**config.mk**
```make
export PLATFORM = sky130hd
export DESIGN_NAME = subwin_fwd
export DESIGN_NICKNAME = d
export VERILOG_FILES = /design/src/rtl/subwin_pkg.sv /design/src/rtl/subwin_addr_slice.sv /design/src/rtl/subwin_dir_gate.sv /design/src/rtl/subwin_rd_return.sv /design/src/rtl/subwin_fwd.sv
export SDC_FILE = /design/constraint.sdc
export NUM_CORES = 1
export LEC_CHECK = 0
export ABC_AREA = 0
export BUFFER_PORTS_ARGS = -buffer_cell sky130_fd_sc_hd__buf_2
export CORE_AREA = 2 2 72 74
export DETAILED_ROUTE_END_ITERATION = 10
export DIE_AREA = 0 0 74 76
export PLACE_DENSITY = 0.56
export SLEW_MARGIN = 20
export SYNTH_ARGS = -nofsm -noshare
export SYNTH_HDL_FRONTEND = slang
export SYNTH_SLANG_ARGS = --single-unit
```
**constraint.sdc**
```tcl
create_clock -name vclk -period 0.85
set_input_delay 0.17 -clock vclk [all_inputs]
set_output_delay 0.17 -clock vclk [all_outputs]
set_load 0.005 [all_outputs]
```
**src/rtl/subwin_pkg.sv**
```systemverilog
package subwin_pkg;

    typedef enum logic [1:0] {
        ACC_RO = 2'd0,
        ACC_WO = 2'd1,
        ACC_RW = 2'd2
    } acc_e;

    // Per-direction control bundle produced by a direction gate
    typedef struct packed {
        logic sel;   // select toward the sub-block
        logic stb;   // gated strobe toward the sub-block
        logic done;  // completion back to the host
        logic err;   // error back to the host
    } dir_ctl_t;

    function automatic bit dir_rd_on(acc_e a);
        return a != ACC_WO;
    endfunction

    function automatic bit dir_wr_on(acc_e a);
        return a != ACC_RO;
    endfunction

    function automatic int unsigned min_u(int unsigned a, int unsigned b);
        return (a < b) ? a : b;
    endfunction

    function automatic int unsigned log2_u(int unsigned v);
        int unsigned r;
        r = 0;
        while ((32'd1 << r) < v) r++;
        return r;
    endfunction

endpackage

```
**src/rtl/subwin_addr_slice.sv**
```systemverilog
module subwin_addr_slice #(
    parameter int unsigned ADDR_W = 16,
    parameter int unsigned LO     = 2,
    parameter int unsigned W      = 6,
    parameter bit          EN     = 1'b1
) (
    input  logic [ADDR_W-1:0] addr_in,
    output logic [W-1:0]      ofs_out
);
    // Bits below the word and above the window are not forwarded
    logic unused_addr;
    assign unused_addr = ^addr_in;

    generate
        if (EN) begin : g_on
            assign ofs_out = addr_in[LO +: W];
        end else begin : g_off
            assign ofs_out = '0;
        end
    endgenerate
endmodule

```
**src/rtl/subwin_dir_gate.sv**
```systemverilog
module subwin_dir_gate
    import subwin_pkg::*;
#(
    parameter bit EN     = 1'b1,
    parameter bit ERR_EN = 1'b1
) (
    input  logic     sel_in,
    input  logic     host_stb,
    input  logic     sub_done,
    input  logic     sub_err,
    output dir_ctl_t ctl
);
    generate
        if (EN) begin : g_on
            assign ctl.sel  = sel_in;
            assign ctl.stb  = sel_in & host_stb;
            assign ctl.done = sel_in & sub_done;
            if (ERR_EN) begin : g_err
                assign ctl.err = sel_in & sub_err;
            end else begin : g_noerr
                logic unused_err;
                assign unused_err = sub_err;
                assign ctl.err    = 1'b0;
            end
        end else begin : g_off
            logic unused_in;
            assign unused_in = ^{sel_in, host_stb, sub_done, sub_err};
            assign ctl       = '0;
        end
    endgenerate
endmodule

```
**src/rtl/subwin_rd_return.sv**
```systemverilog
module subwin_rd_return #(
    parameter int unsigned DW = 32,
    parameter int unsigned WW = 32,
    parameter bit          EN = 1'b1
) (
    input  logic          sel_in,
    input  logic [DW-1:0] sub_rdata,
    output logic [WW-1:0] host_rdata
);
    generate
        if (EN) begin : g_on
            assign host_rdata = sel_in ? WW'(sub_rdata) : '0;
        end else begin : g_off
            logic unused_rd;
            assign unused_rd  = ^{sel_in, sub_rdata};
            assign host_rdata = '0;
        end
    endgenerate
endmodule

```
**src/rtl/subwin_fwd.sv**
```systemverilog
module subwin_fwd
    import subwin_pkg::*;
#(
    parameter int unsigned HOST_ADDR_W = 16,
    parameter int unsigned WORD_BYTES  = 4,
    parameter int unsigned WIN_BYTES   = 256,
    parameter int unsigned SUB_DATA_W  = 32,
    parameter bit          SPLIT       = 1'b0,
    parameter acc_e        ACC         = ACC_RW,
    parameter bit          ERR_EN      = 1'b1,
    localparam int unsigned WORD_W  = WORD_BYTES * 8,
    localparam int unsigned LSB     = log2_u(WORD_BYTES),
    localparam int unsigned WIN_LSB = log2_u(WIN_BYTES),
    localparam int unsigned OFS_W   = WIN_LSB - LSB,
    localparam int unsigned DW      = min_u(SUB_DATA_W, WORD_W)
) (
    input  logic [HOST_ADDR_W-1:0] rd_addr_i,
    input  logic [HOST_ADDR_W-1:0] wr_addr_i,
    input  logic                   rd_sel_i,
    input  logic                   wr_sel_i,
    input  logic                   rd_stb_i,
    input  logic                   wr_stb_i,
    input  logic [WORD_W-1:0]      wdata_i,
    output logic                   sub_rd_sel_o,
    output logic [OFS_W-1:0]       sub_rd_addr_o,
    output logic                   sub_wr_sel_o,
    output logic [OFS_W-1:0]       sub_wr_addr_o,
    output logic [DW-1:0]          sub_wdata_o,
    output logic                   sub_rd_stb_o,
    output logic                   sub_wr_stb_o,
    input  logic [DW-1:0]          sub_rdata_i,
    input  logic                   sub_rd_done_i,
    input  logic                   sub_wr_done_i,
    input  logic                   sub_rd_err_i,
    input  logic                   sub_wr_err_i,
    output logic [WORD_W-1:0]      rdata_o,
    output logic                   rd_done_o,
    output logic                   wr_done_o,
    output logic                   rd_err_o,
    output logic                   wr_err_o
);
    localparam bit HAS_RD = dir_rd_on(ACC);
    localparam bit HAS_WR = dir_wr_on(ACC);

    // Write-side source: own bus in split mode, read-side bus otherwise
    logic [HOST_ADDR_W-1:0] wr_src_addr;
    logic                   wr_src_sel;

    generate
        if (SPLIT) begin : g_split
            assign wr_src_addr = wr_addr_i;
            assign wr_src_sel  = wr_sel_i;
        end else begin : g_shared
            logic unused_wside;
            assign unused_wside = ^{wr_addr_i, wr_sel_i};
            assign wr_src_addr  = rd_addr_i;
            assign wr_src_sel   = rd_sel_i;
        end
    endgenerate

    subwin_addr_slice #(
        .ADDR_W(HOST_ADDR_W), .LO(LSB), .W(OFS_W), .EN(HAS_RD)
    ) rd_slice_i (
        .addr_in (rd_addr_i),
        .ofs_out (sub_rd_addr_o)
    );

    subwin_addr_slice #(
        .ADDR_W(HOST_ADDR_W), .LO(LSB), .W(OFS_W), .EN(HAS_WR)
    ) wr_slice_i (
        .addr_in (wr_src_addr),
        .ofs_out (sub_wr_addr_o)
    );

    dir_ctl_t rd_ctl, wr_ctl;

    subwin_dir_gate #(.EN(HAS_RD), .ERR_EN(ERR_EN)) rd_gate_i (
        .sel_in   (rd_sel_i),
        .host_stb (rd_stb_i),
        .sub_done (sub_rd_done_i),
        .sub_err  (sub_rd_err_i),
        .ctl      (rd_ctl)
    );

    subwin_dir_gate #(.EN(HAS_WR), .ERR_EN(ERR_EN)) wr_gate_i (
        .sel_in   (wr_src_sel),
        .host_stb (wr_stb_i),
        .sub_done (sub_wr_done_i),
        .sub_err  (sub_wr_err_i),
        .ctl      (wr_ctl)
    );

    subwin_rd_return #(.DW(DW), .WW(WORD_W), .EN(HAS_RD)) rd_ret_i (
        .sel_in     (rd_sel_i),
        .sub_rdata  (sub_rdata_i),
        .host_rdata (rdata_o)
    );

    assign sub_rd_sel_o = rd_ctl.sel;
    assign sub_rd_stb_o = rd_ctl.stb;
    assign rd_done_o    = rd_ctl.done;
    assign rd_err_o     = rd_ctl.err;
    assign sub_wr_sel_o = wr_ctl.sel;
    assign sub_wr_stb_o = wr_ctl.stb;
    assign wr_done_o    = wr_ctl.done;
    assign wr_err_o     = wr_ctl.err;

    // Write data: low DW bits pass straight through when writes exist
    logic unused_wdata;
    assign unused_wdata = ^wdata_i;

    generate
        if (HAS_WR) begin : g_wdata
            assign sub_wdata_o = wdata_i[DW-1:0];
        end else begin : g_nowdata
            assign sub_wdata_o = '0;
        end
    endgenerate
endmodule

```
# [After elaboration in Yosys (flattened, before gate mapping)]
# Cells that the tools add are included.
[totals] regBits=0 latch_bits=0 ram_bits=0 rom_bits=0 elab_cells=7 mem_count=0
[classes] n_addsub=0 multipliers=0 div_mod_pow=0 n_lt_le_gt_ge=0 n_eq_ne=0 shifts=0 n_mux=1 bitwise=6 n_reduce_logical=0
[ops] cell="two-way mux 32 bit" count=1
[ops] cell="AND 1 bit" count=6

# [Logic depth before layout (Yosys ltp)]
[depth] ltp_word=1 depth_mapped=3

# [Hierarchy]
# Synthesis repeated with hierarchy kept, for this count alone.
[unflattened] hier_cells=87 area_unflattened_um2=638.1
[modules_own_cells] mod="subwin_rd_return" n_inst=1 cells_per_inst=35 area_per_inst_um2=255.2 seq_area_each_um2=0.0
[modules_own_cells] mod="subwin_fwd" n_inst=1 cells_per_inst=32 area_per_inst_um2=240.2 seq_area_each_um2=0.0
[modules_own_cells] mod="subwin_addr_slice" n_inst=2 cells_per_inst=6 area_per_inst_um2=45.0 seq_area_each_um2=0.0
[modules_own_cells] mod="subwin_dir_gate" n_inst=2 cells_per_inst=4 area_per_inst_um2=26.3 seq_area_each_um2=0.0

# [Least setup slack after synthesis]
# OpenSTA, ideal clock, no wires.
[synth_path] path_kind="input-to-output" startpoint="input rd_sel_i" endpoint="output rdata_o[10]" arrival_ns=0.529 slack_ns=0.151 stages=3 cell_sequence="buf_6 > buf_6 > and2_1"
[synth_via] elab_chain_len=1
[synth_lines] element="from (decl)" line_no="subwin_fwd.sv:19" rtl="input logic rd_sel_i,"
[synth_lines] element="two-way mux 32 bit" line_no="subwin_rd_return.sv:12" rtl="assign host_rdata = sel_in ? WW'(sub_rdata) : '0;"
[synth_lines] element="to (decl)" line_no="subwin_fwd.sv:36" rtl="output logic [WORD_W-1:0] rdata_o,"
# Every way passes these cells.

# [Worst setup path in the final report]
[layout_path] startpoint="input rd_sel_i" endpoint="output rdata_o[27]"
# Same word-level chain as after synthesis.

==> impl_metrics.prom <==
# TYPE chip_impl_metric gauge
chip_impl_metric{name="setup_viol",unit=""} 0
chip_impl_info{name="critical_path.startpoint_type",value="primary input"} 1
chip_impl_metric{name="layout_min_cycle_time",unit="ps"} 781
chip_impl_metric{name="pin_count_of_the_biggest_net_entering_global_routing",unit=""} 41
chip_impl_metric{name="area_growth",unit="%"} 17.5
chip_impl_metric{name="slew_headroom",unit=""} 0.893
chip_impl_metric{name="vdd_drop_max",unit="mV"} 0.132
chip_impl_metric{name="final_min_period_over_clock_period",unit=""} 0.919
chip_impl_metric{name="post_synth.cell_area_avg",unit="um2"} 7.07
chip_impl_metric{name="clkPwrFrac",unit=""} 0
chip_impl_metric{name="routed_wl",unit="um"} 1610
chip_impl_metric{name="critPathMaxFanout",unit=""} 40
chip_impl_metric{name="synth_sequential_area_ratio",unit=""} 0
chip_impl_metric{name="first_global_vias",unit=""} 411
chip_impl_metric{name="arrival_time_of_the_worst_setup_path",unit="ps"} 610
chip_impl_metric{name="synth_cells",unit=""} 88
chip_impl_metric{name="synth.lib_cells_used.distinct",unit=""} 4
chip_impl_metric{name="detail_route.iter0.violations",unit=""} 0
chip_impl_info{name="rsz0062_at_grt",value="false"} 1
chip_impl_metric{name="timing_hold_violations_final",unit=""} 0
chip_impl_metric{name="cell_count_post_placement",unit=""} 187
chip_impl_metric{name="netlist_area",unit="um2"} 622
chip_impl_metric{name="cellPowerDensity",unit="nW/um2"} 372
chip_impl_metric{name="p_leak",unit="nW"} 0.447
chip_impl_info{name="criticalPathCategory",value="primary input to output pin"} 1
chip_impl_metric{name="layout-drive-gt1-share",unit=""} 0.675
chip_impl_metric{name="power.share.combinational",unit=""} 1.000
chip_impl_info{name="hold_path_class",value="primary input to output pin"} 1
chip_impl_metric{name="total_switching_power",unit="mW"} 0.0986
chip_impl_metric{name="wire_per_inst",unit="um"} 8.63
chip_impl_info{name="critical_path.cell_chain",value="buf_8, and2_1, buf_2"} 1
chip_impl_metric{name="layout.area.seq",unit="um2"} 0
chip_impl_metric{name="grt_pass1_wl",unit="um"} 1790
chip_impl_info{name="cpMaxStageDelayCell",value="sky130_fd_sc_hd__buf_8"} 1
chip_impl_metric{name="worst_pin_slew",unit="ps"} 160
chip_impl_metric{name="highest_clock_frequency_the_design_can_meet",unit="MHz"} 1280
chip_impl_metric{name="std_cell_rows",unit=""} 26
chip_impl_metric{name="clock_buffer_count",unit=""} 0
chip_impl_metric{name="number_of_vias_after_detailed_routing",unit=""} 588
chip_impl_info{name="status",value="complete, no violations"} 1
chip_impl_metric{name="post_cts_hold_buffer_count",unit=""} 0
chip_impl_metric{name="design.core.area",unit="um2"} 4910
chip_impl_metric{name="sequentialPowerShare",unit=""} 0
chip_impl_metric{name="finish.net_count",unit=""} 223
chip_impl_metric{name="p_int",unit="mW"} 0.173
chip_impl_metric{name="crit_path_max_incr_delay",unit="ps"} 160
chip_impl_info{name="worst_setup_path_end_kind",value="output pin"} 1
chip_impl_metric{name="dr.pass1.iters",unit=""} 1
chip_impl_metric{name="io_buffer_count",unit=""} 79
chip_impl_metric{name="drt_drc_violations_left",unit=""} 0
chip_impl_metric{name="number_of_antenna_violations_at_the_first_check_in_global_routing",unit=""} 0
chip_impl_metric{name="post_route_non_filler_standard_cell_count",unit=""} 187
chip_impl_metric{name="sw_frac_of_total",unit=""} 0.363
chip_impl_metric{name="totalPowerFinal",unit="mW"} 0.272
chip_impl_metric{name="routed_via_density",unit=""} 3.14
chip_impl_metric{name="route.antenna.remaining_nets",unit=""} 0
chip_impl_metric{name="initial_core_util",unit=""} 0.127
chip_impl_metric{name="top_level_pins",unit=""} 188
chip_impl_metric{name="placer_s_final_routability_congestion_estimate",unit=""} 0.632
chip_impl_metric{name="grt-ovfl-total",unit=""} 0
chip_impl_metric{name="dieHeight",unit="um"} 76
chip_impl_metric{name="synth_warnings",unit=""} 0
chip_impl_metric{name="die_outline_width",unit="um"} 74
chip_impl_metric{name="die_area",unit="um2"} 5620
chip_impl_metric{name="cp_data_required_time",unit="ps"} 680
chip_impl_metric{name="syn-num-nets",unit=""} 192
chip_impl_metric{name="drv_cap",unit=""} 0
chip_impl_metric{name="design.seq.count",unit=""} 0
chip_impl_metric{name="grt.total_usage",unit=""} 0.0400
chip_impl_metric{name="antennaDiodeCount",unit=""} 0
chip_impl_metric{name="final-max-slew-violation-count",unit=""} 0
synthesized netlist by cell type, drive strengths merged:
library cell	n	area share
clkbuf	1	0.0080
buf	49	0.61
and2	38	0.38
power by group through the flow:
stage          combinational (mW)  clock, mW  sequential [mW]
6_report                    0.272          0                0
5_1_grt                     0.306          0                0
3_5_place_dp                0.272          0                0
4_1_cts                     0.276          0                0
3_3_place_gp                0.272          0                0
2_1_floorplan               0.286          0                0
path summary, 6_finish.rpt:
path                         endpoint  slack, ps        start  depth (start not counted)
worst max-delay path      rdata_o[27]         70     rd_sel_i                          3
worst min-delay path  sub_wdata_o[27]        340  wdata_i[27]                          0
repair_timing:
action,CTS,global route
setup endpoints to repair,40,18
setup buffers,0,0
gates resized for setup,2,1
cloned,0,0
worst max-delay path, delay by kind of cell:
kind	cells	cell delay [ps]
buf+inv	2	270
simple gates	1	160
per-layer routing:
layer / share of wire / vias up / global-route usage
met1: 0.29 / 220 / 0.0240
met4: 0.043 / 0 / 0.0218
li1: - / 272 / -
met3: 0.21 / 12 / 0.0106
met2: 0.46 / 84 / 0.0902
met5: 0 / - / 0
final cells by class:
class,count,area [um2]
fill,548,4180
multi-input combinational,38,238
tap,70,87.6
timing repair buffer,79,405
kinds of logic after synthesis:
family / Yosys count / share of synthesized area
buffers and inverters: 50 / 0.618
AND/OR/NAND/NOR: 38 / 0.382
metrics by stage:
stage / setup slack, ps / utilization / TNS (ps) / hold slack (ps) / cell area (um2)
global route: 2.10 / 0.149 / 0 / 340 / 731
detailed placement: -262 / 0.147 / -8890 / 340 / 721
finish: 68.9 / 0.149 / 0 / 340 / 731
global placement: -231 / 0.147 / -7630 / 340 / 721
CTS: 3.45 / 0.148 / 0 / 340 / 727
floorplan: 151 / - / 0 / 421 / 622
cell usage in the layout (no fill, tap or decap):
cell / instances
sky130_fd_sc_hd__buf_2: 78
sky130_fd_sc_hd__and2_1: 38
sky130_fd_sc_hd__buf_8: 1
Power figures use the tool's default switching activity.
